File: src/rtl/regport_pkg.sv
package regport_pkg;

    localparam int ADDR_W = 12;
    localparam int DATA_W = 32;

    localparam logic [ADDR_W-1:0] OFF_CTRL  = 12'h000;
    localparam logic [ADDR_W-1:0] OFF_COUNT = 12'h010;
    localparam logic [ADDR_W-1:0] OFF_TAPS  = 12'h014;
    localparam logic [ADDR_W-1:0] MEM_BASE  = 12'h080;

    localparam logic [1:0] RESP_OKAY = 2'b00;

    typedef enum logic [1:0] {
        HS_READY,
        HS_HOLD,
        HS_DONE,
        HS_RESP
    } hs_state_e;

    typedef enum logic {
        RD_ADDR,
        RD_VALID
    } rd_state_e;

    typedef struct packed {
        logic [DATA_W-1:0] ctrl;
        logic [DATA_W-1:0] count;
        logic [DATA_W-1:0] taps;
    } ctl_regs_t;

    function automatic logic in_mem(input logic [ADDR_W-1:0] a);
        return a >= MEM_BASE;
    endfunction

endpackage

File: src/rtl/chan_hold_fsm.sv
module chan_hold_fsm
    import regport_pkg::*;
#(
    parameter int W = 32
) (
    input  logic         clk,
    input  logic         rst,
    input  logic         valid,
    input  logic [W-1:0] din,
    input  hs_state_e    partner_st,
    input  logic         bready,
    output logic         ready,
    output hs_state_e    state,
    output logic [W-1:0] held
);

    assign ready = (state == HS_READY);

    always_ff @(posedge clk) begin
        if (rst) begin
            state <= HS_READY;
            held  <= '0;
        end else begin
            unique case (state)
                HS_READY: if (valid) begin
                    state <= HS_HOLD;
                    held  <= din;
                end
                HS_HOLD:  if (partner_st == HS_HOLD) state <= HS_DONE;
                HS_DONE:  state <= HS_RESP;
                HS_RESP:  if (bready) state <= HS_READY;
                default:  state <= HS_READY;
            endcase
        end
    end

    // after its own handshake the channel refuses more until the response is taken
    p_no_reaccept_r4: assert property (@(posedge clk) disable iff (rst)
        (valid && ready) |=> !ready);

    // the parked item does not move while waiting for the partner
    p_hold_stable_r2: assert property (@(posedge clk) disable iff (rst)
        (state == HS_HOLD) |=> $stable(held));

endmodule

File: src/rtl/rd_chan_fsm.sv
module rd_chan_fsm
    import regport_pkg::*;
#(
    parameter int AW = 12
) (
    input  logic          clk,
    input  logic          rst,
    input  logic          arvalid,
    input  logic [AW-1:0] araddr,
    input  logic          rready,
    output logic          arready,
    output logic          rvalid,
    output rd_state_e     state,
    output logic [AW-1:0] held
);

    assign arready = (state == RD_ADDR);
    assign rvalid  = (state == RD_VALID);

    always_ff @(posedge clk) begin
        if (rst) begin
            state <= RD_ADDR;
            held  <= '0;
        end else begin
            unique case (state)
                RD_ADDR:  if (arvalid) begin
                    state <= RD_VALID;
                    held  <= araddr;
                end
                RD_VALID: if (rready) state <= RD_ADDR;
                default:  state <= RD_ADDR;
            endcase
        end
    end

    // data is offered the clock after the address is taken
    p_ar_to_rvalid_r9: assert property (@(posedge clk) disable iff (rst)
        (arvalid && arready) |=> rvalid);

    // an unaccepted read keeps its address and stays valid
    p_rvalid_hold_r9: assert property (@(posedge clk) disable iff (rst)
        (rvalid && !rready) |=> (rvalid && $stable(held)));

endmodule

File: src/rtl/coef_store.sv
module coef_store #(
    parameter int DW    = 32,
    parameter int DEPTH = 16,
    localparam int IDX_W = $clog2(DEPTH)
) (
    input  logic             clk,
    input  logic             rst,
    input  logic             we,
    input  logic [IDX_W-1:0] widx,
    input  logic [DW-1:0]    wdat,
    input  logic [IDX_W-1:0] ridx,
    output logic [DW-1:0]    rdat
);

    logic [DW-1:0] mem [DEPTH];

    always_ff @(posedge clk) begin
        if (rst) begin
            for (int i = 0; i < DEPTH; i++) mem[i] <= '0;
            rdat <= '0;
        end else begin
            if (we) mem[widx] <= wdat;
            rdat <= mem[ridx];
        end
    end

endmodule

File: src/rtl/coef_regport.sv
module coef_regport
    import regport_pkg::*;
#(
    parameter int AW    = ADDR_W,
    parameter int DW    = DATA_W,
    parameter int DEPTH = 16
) (
    input  logic          clk,
    input  logic          rst,
    input  logic          awvalid,
    output logic          awready,
    input  logic [AW-1:0] awaddr,
    input  logic          wvalid,
    output logic          wready,
    input  logic [DW-1:0] wdata,
    output logic          bvalid,
    input  logic          bready,
    output logic [1:0]    bresp,
    input  logic          arvalid,
    output logic          arready,
    input  logic [AW-1:0] araddr,
    output logic          rvalid,
    input  logic          rready,
    output logic [DW-1:0] rdata,
    output logic [1:0]    rresp
);

    localparam int IDX_W = $clog2(DEPTH);

    hs_state_e     aw_st, w_st;
    rd_state_e     rd_st;
    logic [AW-1:0] aw_q, ar_q;
    logic [DW-1:0] w_q, mem_q;
    logic          wr_en;
    logic [IDX_W-1:0] rd_idx;
    ctl_regs_t     regs;

    chan_hold_fsm #(.W(AW)) u_aw (
        .clk(clk), .rst(rst), .valid(awvalid), .din(awaddr),
        .partner_st(w_st), .bready(bready),
        .ready(awready), .state(aw_st), .held(aw_q)
    );

    chan_hold_fsm #(.W(DW)) u_w (
        .clk(clk), .rst(rst), .valid(wvalid), .din(wdata),
        .partner_st(aw_st), .bready(bready),
        .ready(wready), .state(w_st), .held(w_q)
    );

    rd_chan_fsm #(.AW(AW)) u_rd (
        .clk(clk), .rst(rst), .arvalid(arvalid), .araddr(araddr),
        .rready(rready), .arready(arready), .rvalid(rvalid),
        .state(rd_st), .held(ar_q)
    );

    assign wr_en  = (aw_st == HS_DONE);
    assign bvalid = (aw_st == HS_RESP);
    assign bresp  = RESP_OKAY;
    assign rresp  = RESP_OKAY;

    // idle read channel feeds the live address so data is ready next cycle
    assign rd_idx = (rd_st == RD_ADDR) ? araddr[2 +: IDX_W] : ar_q[2 +: IDX_W];

    coef_store #(.DW(DW), .DEPTH(DEPTH)) u_mem (
        .clk(clk), .rst(rst),
        .we(wr_en && in_mem(aw_q)), .widx(aw_q[2 +: IDX_W]), .wdat(w_q),
        .ridx(rd_idx), .rdat(mem_q)
    );

    always_ff @(posedge clk) begin
        if (rst) begin
            regs <= '0;
        end else if (wr_en && !in_mem(aw_q)) begin
            case (aw_q)
                OFF_CTRL:  regs.ctrl  <= w_q;
                OFF_COUNT: regs.count <= w_q;
                OFF_TAPS:  regs.taps  <= w_q;
                default: ;
            endcase
        end
    end

    always_comb begin
        if (in_mem(ar_q)) begin
            rdata = mem_q;
        end else begin
            case (ar_q)
                OFF_CTRL:  rdata = regs.ctrl;
                OFF_COUNT: rdata = regs.count;
                OFF_TAPS:  rdata = regs.taps;
                default:   rdata = '0;
            endcase
        end
    end

    // the write strobe lasts exactly one cycle
    p_we_pulse_r5: assert property (@(posedge clk) disable iff (rst)
        wr_en |=> !wr_en);

    // a pending response is not dropped
    p_bvalid_hold_r5: assert property (@(posedge clk) disable iff (rst)
        (bvalid && !bready) |=> bvalid);

    // no new write address while a response is outstanding
    p_busy_no_aw_r4: assert property (@(posedge clk) disable iff (rst)
        bvalid |-> (!awready && !wready));

endmodule

File: config.mk
export PLATFORM = sky130hd
export DESIGN_NAME = coef_regport
export DESIGN_NICKNAME = d
export VERILOG_FILES = /design/src/rtl/regport_pkg.sv /design/src/rtl/chan_hold_fsm.sv /design/src/rtl/rd_chan_fsm.sv /design/src/rtl/coef_store.sv /design/src/rtl/coef_regport.sv
export SDC_FILE = /design/constraint.sdc
export NUM_CORES = 1
export LEC_CHECK = 0
export BUFFER_PORTS_ARGS = -buffer_cell sky130_fd_sc_hd__buf_2
export CELL_PAD_IN_SITES_DETAIL_PLACEMENT = 0
export CELL_PAD_IN_SITES_GLOBAL_PLACEMENT = 1
export CORE_AREA = 2 2 266 268
export DETAILED_ROUTE_END_ITERATION = 8
export DIE_AREA = 0 0 268 270
export PLACE_DENSITY_LB_ADDON = 0.1
export SLEW_MARGIN = 5
export SYNTH_ARGS = -nofsm -noshare
export SYNTH_HDL_FRONTEND = slang
export SYNTH_SLANG_ARGS = --single-unit
export TNS_END_PERCENT = 30
File: constraint.sdc
create_clock -name clk -period 2.7 [get_ports clk]
set_input_delay 0.135 -clock clk [delete_from_list [all_inputs] [get_ports clk]]
set_output_delay 0.135 -clock clk [all_outputs]
set_load 0.005 [all_outputs]
==> flow_summary_export.csv <==
group,metric,value,unit
placement,placedCellCount,4399,
power_and_ir_drop,total_power,27.5,mW
sta,slew_violations,0,
floorplanning,io_pins,104,
critical_path,crit_top_cell,"buf_12",
cts,cts_root_buf,"clkbuf_16",
critical_path,required,2570,ps
layout,final_util,57.1,%
floorplanning,design.core.area,69500,sq um
logic_synthesis,ys_warn_count,0,
detailed_routing,vias_per_cell,6.07,
layout,n_fill_cell,5918,
power_and_ir_drop,powerDensity,692,nW/um^2
cts,clk_latency,630,ps
cts,h-tree-depth,3,
floorplanning,die_y,270,um
floorplanning,initial_core_util,49.4,%
detailed_routing,drt_drc_violations_left,0,
sta,slew_headroom,24.8,%
global_route,grt_pass1_wl,175000,um
global_route,gr-total-overflow,0,
sta,period_share,107,%
logic_synthesis,synth_seq_cells,701,
cts,clk_pin_slew,60,ps
layout,drive_gt1_share,12.6,%
critical_path,worstPathArrival,2750,ps
critical_path,r2r_slack,180,ps
layout,fin_nets,3676,
logic_synthesis,synth-edff-count,512,
outcome,status,"complete, but fails checks",
logic_synthesis,syn_area_per_cell,9.75,sq um
placement,place.gp.congestion,0.992,
global_route,grt_max_degree,152,
detailed_routing,drt_iter0_markers,3335,
placement,io_buffers,99,
logic_synthesis,syn_area,34300,sq um
floorplanning,die_w,268,um
floorplanning,num_rows,97,
layout,multiInputGateArea,13600,sq um
sta,fmax,0.346,GHz
cts,cts_tree,"done",
critical_path,slowest_stage,"or4_4",
outcome,failed_checks,"negative setup slack",
power_and_ir_drop,leakage,15.1,nW
cts,numCtsBuffers,77,
hold_path,min_path_type,"in -> reg",
detailed_routing,ant_nets,0,
layout,syn_to_final_growth,15.7,%
sta,worst_pin_slew,1130,ps
logic_synthesis,synthFlopType,"edfxtp_1",
layout,final-seq-area,19200,sq um
layout,layout_commonest_cell,"and2_1",
critical_path,crit_path_end_kind,"output pin",
detailed_routing,wl_per_cell,25.9,um
sta,setup_viol,32,
detailed_routing,drtPass1Iterations,6,
detailed_routing,wl,119000,um
global_route,grt_antenna_before_repair,3,
global_route,grt_pass1_vias,27100,
critical_path,cp-start-kind,"flop",
cts,cts.sinks,701,
critical_path,worst-path-max-fanout,8,
sta,skew,28.3,ps
sta,hold_violations,0,
layout,fin_cells,4610,
critical_path,max_stage_delay,580,ps
logic_synthesis,async_reset_ff_share,0,%
logic_synthesis,ys_seq_area_share,55.8,%
sta,period_needed,2890,ps
sta,rsz0062_at_grt,"yes",
logic_synthesis,yosysUniqueCellTypes,64,
sta,fin_ws,-189,ps
global_route,grt_usage,32.7,%
cts,clock_path_buffers,3,
floorplanning,die_area,72400,sq um
logic_synthesis,postSynthCellCount,3521,
layout,layout_common_cells,"and2_1, edfxtp_1, nor2_1",
power_and_ir_drop,peakVddDrop,0.000593,V
detailed_routing,routed-via-count,28000,
placement,place_hpwl,74800,um
critical_path,criticalPathCategory,"reg -> out",
run,cap_violations,0,
critical_path,path_cells,"or4_4 > or3_4 > nor3b_4 > buf_12 > buf_12 > a21o_1 > buf_2",
-- cell families (layout without fill, tap and decap cells) --
group	Yosys count	after routing	share of synthesized area [%]
mux	39	39	1.15
buf+inv	413	558	4.96
flops	701	701	55.8
simple gates	1407	1407	20.8
compound gates	952	952	17.0
fa+ha+maj	8	8	0.292
other cells	1	5	0.0109
-- per-layer routing --
layer / part of all wire (%) / track usage (%) / vias to the layer above
met1: 41 / 43.3 / 13900
li1: - / - / 12500
met3: 7.9 / 4.80 / 247
met5: 0 / 0 / -
met4: 5.4 / 16.3 / 0
met2: 46 / 52.4 / 1356
-- path summary, 6_finish.rpt --
| path | cells after the start | end | start |
|---|---|---|---|
| worst min-delay path | 5 | u_rd.held[3] | arvalid |
| worst max-delay path | 7 | rdata[15] | u_rd.held[1] |
| worst max register to register | 7 | u_mem.rdat[30] | u_rd.rvalid |
| worst min register to register | 2 | regs[59] | regs[59] |
-- state kept, by name, summed over array words and instances (netlist names) --
register	flops
u_mem.mem	512
regs	96
u_mem.rdat	32
u_w.held	32
u_aw.held	12
u_rd.held	12
u_aw.state	2
u_w.state	2
u_rd.rvalid	1
-- report_power, final --
group | switching [mW] | internal [mW] | leakage, nW
clock | 4.37 | 6.06 | 1.22
sequential | 0.700 | 12.1 | 6.83
combinational | 2.86 | 1.45 | 7.01
total | 7.93 | 19.6 | 15.1
-- critical path: cells and delay by family (launching register included) --
kind	cells	cell delay [ps]
AND/OR/NAND/NOR	3	1170
buffers and inverters	3	450
flip-flops	1	320
AO/OA/AOI/OAI	1	180
-- area by class of cell --
cell class | count | share of cell area [%]
sequential | 701 | 48.3
clock buffer | 120 | 5.79
inverter | 62 | 0.586
clock inverter | 23 | 0.460
multi-input combinational | 2410 | 34.2
timing repair buffer | 353 | 7.75
tap | 940 | 2.96
antenna | 1 | 0.00630
-- what timing repair did --
action                                  CTS  global route
endpoints found under the setup margin   32            32
gates cloned                              1             1
pin swaps                                11            20
hold endpoints to repair                 57             0
resized for setup                         4             3
setup buffers                             1             0
hold buffers                             64             0
-- per-stage QoR --
step | hold WS (ps) | setup TNS, ps | cell area (sq um) | setup slack, ps
floorplan | 235 | 0 | 34300 | 421
global placement | 374 | 0 | 36500 | 300
detailed placement | 374 | 0 | 36500 | 254
CTS | 25.7 | -3860 | 39700 | -200
global route | 47.7 | -6250 | 39700 | -254
finish | 37.2 | -3880 | 39700 | -189
-- Yosys cell counts, types with 27 or more instances --
library cell	n	area share, %
nor2b_1	68	1.2
a22oi_1	36	0.79
dfxtp_1	189	11
edfxtp_1	512	45
a21o_1	32	0.70
o211ai_1	29	0.63
mux2i_1	37	1.1
inv_1	60	0.66
o22ai_1	115	2.1
and2_1	518	9.4
clkbuf_1	267	2.9
nor2_1	346	3.8
nand2b_1	52	0.95
o21ai_0	276	4.0
a211oi_1	27	0.59
nor3_1	79	1.2
buf_2	53	0.77
a21oi_1	287	4.2
nand2_1	302	3.3
Power figures use the tool's default switching activity.
